## src/rtl/cfgspi_pkg.sv

```systemverilog
package cfgspi_pkg;

  // Byte width of both instruction and data fields; the frame is two of them.
  parameter int unsigned WORD_W = 8;
  localparam int unsigned FRAME_BITS = 2 * WORD_W;
  localparam int unsigned CNT_W = $clog2(FRAME_BITS + 1);
  localparam int unsigned IDX_W = $clog2(WORD_W);
  localparam int unsigned ADDR_W = 4;

  localparam logic [ADDR_W-1:0] ADDR_DEV = 4'h0;
  localparam logic [ADDR_W-1:0] ADDR_DAC = 4'h1;
  localparam logic [ADDR_W-1:0] ADDR_KEY = 4'hF;

  localparam logic [WORD_W-1:0] KEY_FIRST  = 8'hFE;
  localparam logic [WORD_W-1:0] KEY_SECOND = 8'hED;
  localparam logic [WORD_W-1:0] DAC_RESET  = 8'h80;

  // Field order is fixed by the front-end pin decode, MSB first.
  typedef struct packed {
    logic       in_sel;
    logic [1:0] amp_en;
    logic       ext_path;
    logic       cm_hi;
    logic [1:0] pga2_gain;
    logic       pga1_low;
  } dev_cfg_t;

  typedef enum logic { UNL_IDLE, UNL_ARMED } unl_t;

  function automatic logic [ADDR_W-1:0] instr_addr(input logic [WORD_W-1:0] ins);
    return ins[ADDR_W-1:0];
  endfunction

  function automatic logic instr_fmt_ok(input logic [WORD_W-1:0] ins);
    logic [ADDR_W-1:0] a;
    a = instr_addr(ins);
    return (ins[WORD_W-2:ADDR_W] == '0) &&
           (a == ADDR_DEV || a == ADDR_DAC || a == ADDR_KEY);
  endfunction

  function automatic logic instr_is_write(input logic [WORD_W-1:0] ins);
    return !ins[WORD_W-1];
  endfunction

  function automatic logic instr_may_read(input logic [WORD_W-1:0] ins,
                                          input logic rd_mode);
    return ins[WORD_W-1] && instr_fmt_ok(ins) &&
           (instr_addr(ins) != ADDR_KEY) && rd_mode;
  endfunction

  // Bit of the read word to present while bit_cnt edges have been seen.
  function automatic logic [IDX_W-1:0] tx_bit_index(input logic [CNT_W-1:0] cnt);
    logic [CNT_W-1:0] r;
    r = CNT_W'(FRAME_BITS - 1) - cnt;
    return r[IDX_W-1:0];
  endfunction

endpackage

```

## src/rtl/cfgspi_frame.sv

```systemverilog
module cfgspi_frame
  import cfgspi_pkg::*;
(
  input  logic              sclk,
  input  logic              csn,
  input  logic              por_n,
  input  logic              sdi,
  output logic [CNT_W-1:0]  bit_cnt,
  output logic [WORD_W-1:0] instr,
  output logic [WORD_W-1:0] wdata,
  output logic              wr_commit
);

  logic              xact_rst;
  logic [WORD_W-1:0] shreg;
  logic [WORD_W-1:0] next_word;

  assign xact_rst  = csn | ~por_n;
  assign next_word = {shreg[WORD_W-2:0], sdi};

  always_ff @(posedge sclk or posedge xact_rst) begin
    if (xact_rst) begin
      bit_cnt <= '0;
      shreg   <= '0;
      instr   <= '0;
    end else begin
      shreg <= next_word;
      if (bit_cnt != CNT_W'(FRAME_BITS)) bit_cnt <= bit_cnt + 1'b1;
      if (bit_cnt == CNT_W'(WORD_W - 1)) instr <= next_word;
    end
  end

  assign wdata     = next_word;
  assign wr_commit = (bit_cnt == CNT_W'(FRAME_BITS - 1)) &&
                     instr_is_write(instr) && instr_fmt_ok(instr);


  cnt_cap_chk: assert property (@(posedge sclk) disable iff (xact_rst)
    bit_cnt <= CNT_W'(FRAME_BITS));


  no_recommit_chk: assert property (@(posedge sclk) disable iff (xact_rst)
    (bit_cnt == CNT_W'(FRAME_BITS)) |-> !wr_commit);

endmodule

```

## src/rtl/cfgspi_regs.sv

```systemverilog
module cfgspi_regs
  import cfgspi_pkg::*;
(
  input  logic              sclk,
  input  logic              por_n,
  input  logic              wr_commit,
  input  logic [ADDR_W-1:0] waddr,
  input  logic [WORD_W-1:0] wdata,
  output dev_cfg_t          dev_cfg,
  output logic [WORD_W-1:0] dac_code,
  output logic              rd_mode
);

  unl_t unl_q;
  logic key_wr;

  assign key_wr = wr_commit && (waddr == ADDR_KEY);

  always_ff @(posedge sclk or negedge por_n) begin
    if (!por_n) begin
      dev_cfg  <= '0;
      dac_code <= DAC_RESET;
      rd_mode  <= 1'b0;
      unl_q    <= UNL_IDLE;
    end else if (wr_commit) begin
      case (waddr)
        ADDR_DEV: dev_cfg  <= dev_cfg_t'(wdata);
        ADDR_DAC: dac_code <= wdata;
        ADDR_KEY: begin
          if (wdata == KEY_FIRST) begin
            unl_q   <= UNL_ARMED;
            rd_mode <= 1'b0;
          end else if (unl_q == UNL_ARMED && wdata == KEY_SECOND) begin
            unl_q   <= UNL_IDLE;
            rd_mode <= 1'b1;
          end else begin
            unl_q   <= UNL_IDLE;
            rd_mode <= 1'b0;
          end
        end
        default: ;
      endcase
    end
  end


  dac_hold_chk: assert property (@(posedge sclk) disable iff (!por_n)
    !wr_commit |=> $stable(dac_code));


  cfg_hold_chk: assert property (@(posedge sclk) disable iff (!por_n)
    !(wr_commit && waddr == ADDR_DEV) |=> $stable(dev_cfg));


  unlock_cause_chk: assert property (@(posedge sclk) disable iff (!por_n)
    $rose(rd_mode) |-> $past(key_wr && wdata == KEY_SECOND));


  lock_exit_chk: assert property (@(posedge sclk) disable iff (!por_n)
    (key_wr && wdata != KEY_SECOND) |=> !rd_mode);

endmodule

```

## src/rtl/cfgspi_txout.sv

```systemverilog
module cfgspi_txout
  import cfgspi_pkg::*;
(
  input  logic              sclk,
  input  logic              csn,
  input  logic              por_n,
  input  logic [CNT_W-1:0]  bit_cnt,
  input  logic [WORD_W-1:0] instr,
  input  logic              rd_mode,
  input  dev_cfg_t          dev_cfg,
  input  logic [WORD_W-1:0] dac_code,
  output logic              sdio_out,
  output logic              sdio_oe
);

  logic              xact_rst;
  logic              in_data_phase;
  logic              rd_ok;
  logic [WORD_W-1:0] rd_word;
  logic              oe_q;

  assign xact_rst      = csn | ~por_n;
  assign in_data_phase = (bit_cnt >= CNT_W'(WORD_W)) && (bit_cnt < CNT_W'(FRAME_BITS));
  assign rd_ok         = instr_may_read(instr, rd_mode);
  assign rd_word       = (instr_addr(instr) == ADDR_DAC) ? dac_code : WORD_W'(dev_cfg);

  always_ff @(negedge sclk or posedge xact_rst) begin
    if (xact_rst) begin
      oe_q     <= 1'b0;
      sdio_out <= 1'b0;
    end else if (in_data_phase && rd_ok) begin
      oe_q     <= 1'b1;
      sdio_out <= rd_word[tx_bit_index(bit_cnt)];
    end else begin
      oe_q     <= 1'b0;
      sdio_out <= 1'b0;
    end
  end

  // Released as soon as the 16th rising edge has been counted.
  assign sdio_oe = oe_q && (bit_cnt != CNT_W'(FRAME_BITS));


  drive_window_chk: assert property (@(posedge sclk) disable iff (xact_rst)
    sdio_oe |-> (bit_cnt >= CNT_W'(WORD_W) && bit_cnt < CNT_W'(FRAME_BITS)));


  drive_needs_mode_chk: assert property (@(posedge sclk) disable iff (xact_rst)
    sdio_oe |-> rd_mode);


  drive_fmt_chk: assert property (@(posedge sclk) disable iff (xact_rst)
    sdio_oe |-> (instr[WORD_W-2:ADDR_W] == '0 && instr_addr(instr) != ADDR_KEY));

endmodule

```

## src/rtl/cfgspi_slave.sv

```systemverilog
module cfgspi_slave
  import cfgspi_pkg::*;
(
  input  logic        por_n,
  input  logic        csn,
  input  logic        sclk,
  input  logic        sdio_in,
  output logic        sdio_out,
  output logic        sdio_oe,
  output logic        in_sel,
  output logic [1:0]  amp_en,
  output logic        ext_path,
  output logic        cm_hi,
  output logic [1:0]  pga2_gain,
  output logic        pga1_low,
  output logic [7:0]  dac_code
);

  logic [CNT_W-1:0]  bit_cnt;
  logic [WORD_W-1:0] instr;
  logic [WORD_W-1:0] wdata;
  logic              wr_commit;
  logic              rd_mode;
  dev_cfg_t          dev_cfg;

  cfgspi_frame frame_i (
    .sclk      (sclk),
    .csn       (csn),
    .por_n     (por_n),
    .sdi       (sdio_in),
    .bit_cnt   (bit_cnt),
    .instr     (instr),
    .wdata     (wdata),
    .wr_commit (wr_commit)
  );

  cfgspi_regs regs_i (
    .sclk      (sclk),
    .por_n     (por_n),
    .wr_commit (wr_commit),
    .waddr     (instr_addr(instr)),
    .wdata     (wdata),
    .dev_cfg   (dev_cfg),
    .dac_code  (dac_code),
    .rd_mode   (rd_mode)
  );

  cfgspi_txout txout_i (
    .sclk      (sclk),
    .csn       (csn),
    .por_n     (por_n),
    .bit_cnt   (bit_cnt),
    .instr     (instr),
    .rd_mode   (rd_mode),
    .dev_cfg   (dev_cfg),
    .dac_code  (dac_code),
    .sdio_out  (sdio_out),
    .sdio_oe   (sdio_oe)
  );

  assign in_sel    = dev_cfg.in_sel;
  assign amp_en    = dev_cfg.amp_en;
  assign ext_path  = dev_cfg.ext_path;
  assign cm_hi     = dev_cfg.cm_hi;
  assign pga2_gain = dev_cfg.pga2_gain;
  assign pga1_low  = dev_cfg.pga1_low;

endmodule

```

## config.mk

```make
export PLATFORM = sky130hd
export DESIGN_NAME = cfgspi_slave
export DESIGN_NICKNAME = d
export VERILOG_FILES = /design/src/rtl/cfgspi_pkg.sv /design/src/rtl/cfgspi_frame.sv /design/src/rtl/cfgspi_regs.sv /design/src/rtl/cfgspi_txout.sv /design/src/rtl/cfgspi_slave.sv
export SDC_FILE = /design/constraint.sdc
export NUM_CORES = 1
export LEC_CHECK = 0
export BUFFER_PORTS_ARGS = -buffer_cell sky130_fd_sc_hd__buf_2
export CAP_MARGIN = 0
export CORE_UTILIZATION = 40
export CTS_CLUSTER_SIZE = 8
export DETAILED_ROUTE_END_ITERATION = 10
export PLACE_DENSITY = 0.66
export SYNTH_ARGS = -nofsm -noshare
export SYNTH_HDL_FRONTEND = slang
export SYNTH_HIERARCHICAL = 1
export SYNTH_SLANG_ARGS = --single-unit
export TNS_END_PERCENT = 1
```

## constraint.sdc

```tcl
create_clock -name sclk -period 8.4 [get_ports sclk]
set_input_delay 0.84 -clock sclk [delete_from_list [all_inputs] [get_ports sclk]]
set_output_delay 0.84 -clock sclk [all_outputs]
set_load 0.005 [all_outputs]
```

==> impl_metrics.csv <==
group,metric,value,unit
placement,place_congestion,0.779,
global_routing,grt_pass1_vias,1223,
power,switching_share,0.220,
layout,drive_gt1_frac,0.397,
critical_path,end_kind,"flop",
layout,fillerInstances,385,
clocking,worstSkewPairLatency,0.29,ns
power,power_density,165,mW/mm²
power,internal_power,0.269,mW
global_routing,overflow,0,
synthesis,yosysTopAreaCellShare,0.495,
synthesis,async_flop_share,1.00,
routing,top_layer,"met4",
global_routing,grt_usage,0.170,
power,clock_power_share,0.378,
routing,ant_nets,0,
sta,clock-skew-final,0.00773,ns
critical_path,cp.required,4.35,ns
synthesis,ys_seq_area_frac,0.535,
clocking,post_cts_buffers,0,
routing,drt-met1-wl,1840,µm
global_routing,antenna_found_initial,0,
synthesis,syn_area,0.00187,mm²
floorplanning,rows,24,
synthesis,synth_ff_type,"dfrtp_1",
power,p_leak,0.987,nW
run_status,status,"finished, final reports clean",
global_routing,grt_pass1_wl,6300,µm
placement,postPlaceCellArea,0.00200,mm²
synthesis,synth_edf_count,0,
clocking,cts_root_buffer,"clkbuf_8",
routing,routed_wl,3740,µm
routing,via_count,1133,
power,switching_power,0.0760,mW
power,combPwrFrac,0.034,
sta,setup_viol,0,
clocking,clockBufferDepth,2,
clocking,clkSinkCount,40,
synthesis,syn-mean-instance-area,14.3,µm²
clocking,clk_pin_slew_worst_paths,0.07,ns
routing,met2_length,1710,µm
synthesis,synth.top_cells.by_area,"dfrtp_1 49%, mux2_4 13%, mux2_2 5.4%",
synthesis,yosys.area.top_type,"dfrtp_1",
synthesis,synth_seq_cells,40,
routing,drt-pass1-iter-count,4,
critical_path,arrival,2.30,ns
floorplanning,core_area,0.00441,mm²
routing,drt_first_iter_violations,60,
sta,relSlewSlack,0.284,
floorplanning,dieArea,0.00496,mm²
clocking,cts_max_level,2,
floorplanning,die_h,70.4,µm
placement,dp_hpwl,2640,µm
clocking,post_cts_resized,0,
sta,hold_viol_final,0,
critical_path,path_cells,"nor4b_2 -> mux2i_1 -> a21oi_1 -> nand3_1 -> a21boi_1",
layout,post-route-util,0.474,
layout,fin_nets,162,
critical_path,cp-start-kind,"flop",
job,drv_cap,0,
sta,drv_slew,0,
placement,port_buffers,21,
critical_path,cp_max_fo,8,
layout,num_antenna_cells,0,
synthesis,synthDistinctLibCells,40,
floorplanning,die-width,70.4,µm
clocking,cts_buffers,5,
worst_hold_path,min_path_type,"flop to flop",
routing,routed_via_density,5.45,
critical_path,cp_slowest_cell,"nor4b_2",
synthesis,syn-num-nets,138,
layout,syn_to_final_growth,11.8,%
routing,avgRoutedWirePerCell,18.0,µm
global_routing,grt_start_max_net_pins,21,
sta,rsz0062_at_grt,"false",
synthesis,syn_inst,131,
power,ir_drop,0.0880,mV
sta,setup_ws,2.05,ns
power,sequentialPowerShare,0.588,
critical_path,slowest_delay,0.97,ns
critical_path,cp_top_family,"simple AND/OR/NAND/NOR gates",
routing,routed-wl-met3,126,µm
clocking,cts_tree,"yes",
floorplanning,start_util,0.424,
sta,worstMarginPinSlew,1.07,ns
critical_path,crit_buf_inv,0,
floorplanning,io_pins,22,
synthesis,ys_warn_count,6,
routing,remaining_drc_errors,0,
critical_path,critPathKind,"flop to flop",
clocking,hold_buffers,0,
layout,fin_area,0.00209,mm²
power,p_total,0.345,mW
sta,tns,0,ns
placement,dp_slack,2.04,ns
==> cell usage in the layout (no fill, tap or decap), types with 3 or more instances in the layout <==
cell,Yosys,layout
nor2_1,3,3
mux2i_1,8,8
mux2_4,16,16
buf_2,0,21
clkbuf_8,0,6
dfrtp_1,37,37
xnor2_1,3,3
mux2_2,9,9
nand2_1,3,3
ha_1,3,3
nor2b_1,4,3
inv_1,4,4
nand3_1,6,6
==> layer usage <==
metal / up-vias / global-route usage
li1: 527 / -
met1: 578 / 0.237
met2: 23 / 0.254
met3: 5 / 0.0404
met4: 0 / 0.0689
met5: - / 0
==> registers in the layout, indices dropped and copies added, names as in the netlist <==
register	flops
frame_i/shreg	7
frame_i/instr	8
regs_i/dac_code	8
regs_i/dev_cfg	8
regs_i/rd_mode	1
txout_i/sdio_out	1
txout_i/oe_q	1
frame_i/bit_cnt	5
regs_i/unl_q	1
==> logic make-up after synthesis <==
family          count (synthesis)  share of synthesized area
flops                          40                      0.535
simple gates                   34                      0.136
mux                            33                      0.225
compound gates                 10                     0.0388
buf+inv                         8                     0.0301
xor+xnor                        3                     0.0140
fa+ha+maj                       3                     0.0201
==> power by group through the flow <==
| stage | Sequential, mW | Combinational (mW) | Clock (mW) |
|---|---|---|---|
| floorplan | 0.204 | 0.00806 | 0 |
| detailed placement | 0.207 | 0.0120 | 0 |
| CTS | 0.203 | 0.0120 | 0.133 |
| global placement | 0.206 | 0.0115 | 0 |
| finish | 0.203 | 0.0116 | 0.130 |
| global route | 0.204 | 0.0131 | 0.140 |
==> stage by stage <==
| stage | hold WS [ns] | std cells |
|---|---|---|
| 2_1_floorplan | 0.401 | 131 |
| 3_3_place_gp | 0.442 | 200 |
| 3_5_place_dp | 0.439 | 200 |
| 4_1_cts | 0.452 | 208 |
| 5_1_grt | 0.475 | 208 |
| 6_report | 0.465 | 208 |
==> path summary, 6_finish.rpt <==
check,from,end,slack (ns),cells past startpoint
max in group asynchronous,por_n,txout_i/sdio_out$_DFF_NP0_,3.28,2
setup reg to reg,frame_i/instr[2]$_DFFE_PP0N_,txout_i/sdio_out$_DFF_NP0_,2.05,5
hold reg to reg,frame_i/shreg[2]$_DFF_PP0_,frame_i/shreg[3]$_DFF_PP0_,0.47,0
min in group asynchronous,por_n,regs_i/rd_mode$_DFFE_PN0P_,0.49,1
setup / recovery,frame_i/instr[2]$_DFFE_PP0N_,txout_i/sdio_out$_DFF_NP0_,2.05,5
hold / removal,frame_i/shreg[2]$_DFF_PP0_,frame_i/shreg[3]$_DFF_PP0_,0.47,0
==> final cells by class <==
| cell class | instances | area (µm²) | area share |
|---|---|---|---|
| Clock buffer | 8 | 90.1 | 0.0430 |
| Inverter | 4 | 15.0 | 0.00717 |
| Multi-Input combinational cell | 83 | 816 | 0.390 |
| Sequential cell | 40 | 1000 | 0.479 |
| Tap cell | 52 | 65.1 | 0.0311 |
| Timing Repair Buffer | 21 | 105 | 0.0502 |
==> worst register-to-register path: cells and delay by family, from the launching register on <==
family / cells / cell delay [ns]
and+or+nand+nor: 2 / 1.06
muxes: 1 / 0.29
DFF: 1 / 0.49
AOI/OAI and AO/OA: 2 / 0.16
==> Yosys cell counts, types with 2 or more instances <==
cell	n
nand3_1	6
dfrtn_1	2
mux2_2	9
mux2_4	16
ha_1	3
a22oi_1	2
mux2i_1	8
inv_1	4
nor2b_1	4
nand2_1	3
dfrtp_1	37
nor2_1	3
o21ai_0	2
nand4_1	2
xnor2_1	3
buf_6	3
No activity file was read; power rests on OpenSTA's default activity.
